[src/rtl/tdpd_pkg.sv]
`timescale 1ns/1ps
package tdpd_pkg;
  typedef enum logic [1:0] {
    PS_ACTIVE  = 2'd0,
    PS_ARMING  = 2'd1,
    PS_STANDBY = 2'd2
  } pwr_state_e;
endpackage

[src/rtl/tdpd_glitch_filt.sv]
`timescale 1ns/1ps
// Minimum-width qualifier for one sampled signal.
module tdpd_glitch_filt #(
  parameter int QUAL_N = 3
) (
  input  logic clk,
  input  logic rst_n,
  input  logic raw,
  output logic lvl,
  output logic chg
);
  localparam int CW = $clog2(QUAL_N + 1);
  localparam logic [CW-1:0] LAST = CW'(QUAL_N - 1);

  logic [CW-1:0] run;

  always_ff @(posedge clk or negedge rst_n) begin
    if (!rst_n) begin
      lvl <= 1'b0;
      chg <= 1'b0;
      run <= '0;
    end else begin
      chg <= 1'b0;
      if (raw == lvl) begin
        run <= '0;
      end else if (run == LAST) begin
        lvl <= raw;
        chg <= 1'b1;
        run <= '0;
      end else begin
        run <= run + 1'b1;
      end
    end
  end
endmodule

[src/rtl/tdpd_idle_timer.sv]
`timescale 1ns/1ps
// Counts down idle cycles; a value of zero while awake means "load".
module tdpd_idle_timer #(
  parameter int IDLE_W = 16
) (
  input  logic              clk,
  input  logic              rst_n,
  input  logic              awake,
  input  logic              evt,
  input  logic [IDLE_W-1:0] limit,
  output logic              expire
);
  logic [IDLE_W-1:0] cnt;

  assign expire = awake && !evt && (cnt == IDLE_W'(1));

  always_ff @(posedge clk or negedge rst_n) begin
    if (!rst_n) begin
      cnt <= '0;
    end else if (evt) begin
      cnt <= limit;
    end else if (!awake) begin
      cnt <= '0;
    end else if (cnt == '0) begin
      cnt <= limit;
    end else begin
      cnt <= cnt - 1'b1;
    end
  end
endmodule

[src/rtl/tdpd_pwr_fsm.sv]
`timescale 1ns/1ps
module tdpd_pwr_fsm
  import tdpd_pkg::*;
(
  input  logic       clk,
  input  logic       rst_n,
  input  logic       pd_force,
  input  logic       any_evt,
  input  logic       clk_rise,
  input  logic       expire,
  output pwr_state_e st
);
  pwr_state_e nxt;

  always_comb begin
    nxt = st;
    if (pd_force) begin
      nxt = PS_STANDBY;
    end else begin
      unique case (st)
        PS_ACTIVE:  if (expire) nxt = PS_STANDBY;
        PS_ARMING: begin
          if (expire)        nxt = PS_STANDBY;
          else if (clk_rise) nxt = PS_ACTIVE;
        end
        PS_STANDBY: begin
          // A clock rise wakes and is consumed; a data change arms.
          if (clk_rise)     nxt = PS_ACTIVE;
          else if (any_evt) nxt = PS_ARMING;
        end
        default: nxt = PS_ACTIVE;
      endcase
    end
  end

  always_ff @(posedge clk or negedge rst_n) begin
    if (!rst_n) st <= PS_ACTIVE;
    else        st <= nxt;
  end
endmodule

[src/rtl/tdpd_hold.sv]
`timescale 1ns/1ps
module tdpd_hold #(
  parameter int W = 8
) (
  input  logic         clk,
  input  logic         rst_n,
  input  logic         upd,
  input  logic [W-1:0] d,
  output logic [W-1:0] q
);
  always_ff @(posedge clk or negedge rst_n) begin
    if (!rst_n)   q <= '0;
    else if (upd) q <= d;
  end
endmodule

[src/rtl/tdpd_ctrl.sv]
`timescale 1ns/1ps
module tdpd_ctrl
  import tdpd_pkg::*;
#(
  parameter int DATA_W     = 8,
  parameter int QUAL_N     = 3,
  parameter int IDLE_W     = 16,
  parameter bit HAS_PD_PIN = 1'b1
) (
  input  logic              clk,
  input  logic              rst_n,
  input  logic [DATA_W-1:0] din,
  input  logic              lclk,
  input  logic              pd_pin,
  input  logic [IDLE_W-1:0] idle_limit,
  output logic [DATA_W-1:0] din_held,
  output logic              reg_en,
  output logic              standby
);
  localparam int NSIG = DATA_W + 1;
  localparam int CKB  = DATA_W;

  logic [NSIG-1:0] raw_all;
  logic [NSIG-1:0] lvl_all;
  logic [NSIG-1:0] chg_all;
  logic            any_evt;
  logic            clk_rise;
  logic            pd_force;
  logic            expire;
  pwr_state_e      st;

  assign raw_all = {lclk, din};

  for (genvar g = 0; g < NSIG; g++) begin : g_qual
    tdpd_glitch_filt #(.QUAL_N(QUAL_N)) u_filt (
      .clk  (clk),
      .rst_n(rst_n),
      .raw  (raw_all[g]),
      .lvl  (lvl_all[g]),
      .chg  (chg_all[g])
    );
  end

  if (HAS_PD_PIN) begin : g_pd
    assign pd_force = pd_pin;
  end else begin : g_nopd
    assign pd_force = 1'b0;
  end

  assign any_evt  = |chg_all;
  assign clk_rise = chg_all[CKB] & lvl_all[CKB];

  tdpd_idle_timer #(.IDLE_W(IDLE_W)) u_idle (
    .clk   (clk),
    .rst_n (rst_n),
    .awake (st != PS_STANDBY),
    .evt   (any_evt),
    .limit (idle_limit),
    .expire(expire)
  );

  tdpd_pwr_fsm u_fsm (
    .clk     (clk),
    .rst_n   (rst_n),
    .pd_force(pd_force),
    .any_evt (any_evt),
    .clk_rise(clk_rise),
    .expire  (expire),
    .st      (st)
  );

  tdpd_hold #(.W(DATA_W)) u_hold (
    .clk  (clk),
    .rst_n(rst_n),
    .upd  (st != PS_STANDBY),
    .d    (lvl_all[DATA_W-1:0]),
    .q    (din_held)
  );

  assign reg_en  = clk_rise && (st == PS_ACTIVE) && !pd_force;
  assign standby = (st == PS_STANDBY);
endmodule

[config.mk]
export PLATFORM = sky130hd
export DESIGN_NAME = tdpd_ctrl
export DESIGN_NICKNAME = d
export VERILOG_FILES = /design/src/rtl/tdpd_pkg.sv /design/src/rtl/tdpd_glitch_filt.sv /design/src/rtl/tdpd_idle_timer.sv /design/src/rtl/tdpd_pwr_fsm.sv /design/src/rtl/tdpd_hold.sv /design/src/rtl/tdpd_ctrl.sv
export SDC_FILE = /design/constraint.sdc
export NUM_CORES = 1
export LEC_CHECK = 0
export ABC_AREA = 1
export CAP_MARGIN = 20
export CORE_UTILIZATION = 45
export CTS_CLUSTER_SIZE = 16
export DETAILED_ROUTE_END_ITERATION = 10
export DONT_BUFFER_PORTS = 1
export GPL_ROUTABILITY_DRIVEN = 0
export MAX_ROUTING_LAYER = met4
export REMOVE_ABC_BUFFERS = 1
export SYNTH_ARGS = -nofsm -noshare
export SYNTH_HDL_FRONTEND = slang
export SYNTH_HIERARCHICAL = 1
export SYNTH_SLANG_ARGS = --single-unit
[constraint.sdc]
create_clock -name clk -period 3 [get_ports clk]
set_input_delay 0.3 -clock clk [delete_from_list [all_inputs] [get_ports clk]]
set_output_delay 0.3 -clock clk [all_outputs]
set_load 0.01 [all_outputs]
==> reports/metrics.yaml <==
grt-busiest-layer: "met2"
worst_pin_slew_ns: 0.573
first_pass_iters: 5
end_kind: "register"
grt_pass1_wl_um: 11600
p_leak_nw: 2.06
antenna_found_initial: 0
drcViolationCount: 0
grt_pass1_vias: 2506
timing.rr.start: "g_qual[1].u_filt/chg$_DFF_PN0_"
wirelength_um: 6850
io_buffers: 0
finalCriticalPeriod_ns: 2.24
regToRegEndpoint: "u_fsm/st[1]$_DFFE_PN0P_"
clockBufferDepth: 2
nFillCells: 722
dieArea_sq_um: 7800
rsz0062_at_grt: "false"
hpwl_um: 4850
syn_area_sq_um: 3350
cts-root-buf: "clkbuf_8"
die_h_um: 88.3
core_sq_um: 7210
multi_input_area_sq_um: 1500
drv_slew: 0
hold_class: "input pin to register"
ant_nets: 0
grt_max_degree: 63
fin_skew_ns: 0.00898
placed_area_sq_um: 3430
slew_headroom: 0.617
hold_viol: 0
worstPathMaxFanout: 15
diodes: 0
grt_use_total: 0.206
dp_slack_ns: 0.761
synth.distinct_cells: 24
use_met1: 0.263
synth_top_area_cell: "dfrtp_1"
cts_resized: 0
finalNetCount: 505
io_pins: 38
cts_buffers: 9
rows: 31
cp.required_ns: 3.28
reg2reg_slack_ns: 0.76
overflow: 0
async_flop_share: 1.00
areaGrowthSynthToFinish_pct: 9.33
path_class: "register to register"
synthFlopType: "dfrtp_1"
netlist_instances: 466
ys_ff_latch: 62
syn_avg_cell_area_sq_um: 7.20
min_to: "u_idle/cnt[7]$_DFF_PN0_"
yosysTopAreaCellShare: 0.463
die_w_um: 88.3
cts.clk_slew.worst_paths_ns: 0.07
ys.warnings.count: 6
synth_area_leaders: "dfrtp_1 (46%), nand2_1 (20%), inv_1 (7.4%), nor2_1 (6.8%), nand3_1 (5.2%)"
yosysMostFrequentCell: "nand2_1"
final.period_utilization: 0.747
layout_setup_ws_ns: 0.758
use_met2: 0.306
status: "completed"
wl_per_cell_um: 11.9
final_area_sq_um: 3670
drt_iter0_drc: 144
holdPathStages: 2
register_area_sq_um: 1550
drive_gt1_frac: 0.0983
power.density_nw_per_um2: 1120
cts.sinks: 62
crit_arrival_ns: 2.52
htreeDepth: 3
reg2regPathDepth: 14
via_per_inst: 4.66
min_from: "idle_limit[7]"
vias: 2686
tritoncts: "built"
peakVddDrop_v: 0.000404
grtUsageMet3: 0.0709
setup_violations: 0
synth_edf_count: 0
maxCapViolCount: 0
tns_ns: 0
clk_latency_ns: 0.34
startpoint_type: "register"
synth_common_cells: "nand2_1 (180), inv_1 (66), dfrtp_1 (62)"
max_freq_mhz: 446
yosysSeqAreaShare: 0.463
start_util: 0.465
## cells in the final DEF (no fill, tap or decap)
master / instances
o21ai_0: 3
nor2_4: 1
dlygate4sd3_1: 1
clkinv_4: 1
inv_2: 2
clkinv_2: 1
nor2_8: 2
buf_16: 1
nand3b_1: 9
a21oi_1: 1
nor2_1: 61
nand2_4: 2
nor3_1: 2
inv_1: 66
clkbuf_1: 1
xor2_1: 3
dfrtp_1: 62
or2_1: 1
clkbuf_8: 11
bufinv_16: 1
nand2_2: 21
nand3_1: 35
ha_1: 3
nand4_1: 2
nand2_1: 180
nor2_2: 4
xnor2_1: 1
## critical path: stages (launching register included)
cell and delay (ns):
dfrtp_1 0.35, or2_1 0.22, nor2_1 0.10, nand2_1 0.35, inv_1 0.18, nand2_1 0.07
inv_1 0.34, nand2_1 0.09, nor2_1 0.15, inv_1 0.08, nand2_1 0.06, nand2_1 0.05
nand2_1 0.05, nand3_1 0.06, nand2_1 0.06
## repair_timing
| item | CTS | global route |
|---|---|---|
| hold buffers | 2 | 0 |
| endpoints found under the hold margin | 62 | 0 |
| buffers inserted | 0 | 0 |
## power by group
part,internal [mW],leakage (nW),switching (mW)
registers,1.20,0.796,0.327
logic,0.616,1.17,1.23
clock network,0.425,0.102,0.316
## routing by layer
| metal | part of all wire | up-vias |
|---|---|---|
| li1 | - | 1411 |
| met1 | 0.48 | 1210 |
| met2 | 0.46 | 63 |
| met3 | 0.055 | 2 |
| met4 | 0.0015 | 0 |
| met5 | 0 | - |
## sequential cells by signal, summed over array words and instances (netlist names)
signal / flops
u_idle/cnt: 16
g_qual.u_filt/chg: 9
g_qual.u_filt/run: 18
g_qual.u_filt/lvl: 9
u_fsm/st: 2
u_hold/q: 8
## kinds of logic after synthesis
kind of cell / count (synthesis) / share of synthesized area
XOR/XNOR: 4 / 0.0104
adder cells (fa/ha/maj): 3 / 0.0112
AO/OA/AOI/OAI: 4 / 0.00597
flip-flops: 62 / 0.463
AND/OR/NAND/NOR: 320 / 0.419
buffers and inverters: 73 / 0.0903
## how the worst max path moves through the flow
stage                     slack (ns)  cells after the start                 endpoint                      startpoint
after global placement          0.85                     14  u_fsm/st[1]$_DFFE_PN0P_  g_qual[1].u_filt/chg$_DFF_PN0_
after global routing            0.47                     14  u_fsm/st[1]$_DFFE_PN0P_  g_qual[1].u_filt/chg$_DFF_PN0_
after detailed placement        0.76                     14  u_fsm/st[1]$_DFFE_PN0P_  g_qual[1].u_filt/chg$_DFF_PN0_
final                           0.76                     14  u_fsm/st[1]$_DFFE_PN0P_  g_qual[1].u_filt/chg$_DFF_PN0_
after CTS                       0.74                     14  u_fsm/st[1]$_DFFE_PN0P_  g_qual[1].u_filt/chg$_DFF_PN0_
after floorplan                 1.18                     14  u_fsm/st[1]$_DFFE_PN0P_  g_qual[1].u_filt/chg$_DFF_PN0_
## final cells by class
| class | count | share of cell area |
|---|---|---|
| Clock buffer | 12 | 0.0423 |
| Clock inverter | 3 | 0.0119 |
| Inverter | 68 | 0.0696 |
| Multi-Input combinational cell | 331 | 0.409 |
| Sequential cell | 62 | 0.423 |
| Tap cell | 99 | 0.0338 |
| Timing Repair Buffer | 2 | 0.0102 |
## stage by stage
step	hold slack, ns	power (mW)	std cells	utilization
floorplan	0.00441	2.95	461	-
global placement	0.00592	3.32	560	0.475
detailed placement	0.00651	3.37	560	0.475
CTS	0.0567	4.17	577	0.508
global route	0.0516	4.54	577	0.508
finish	0.0724	4.12	577	0.508
Power figures use the tool's default switching activity.
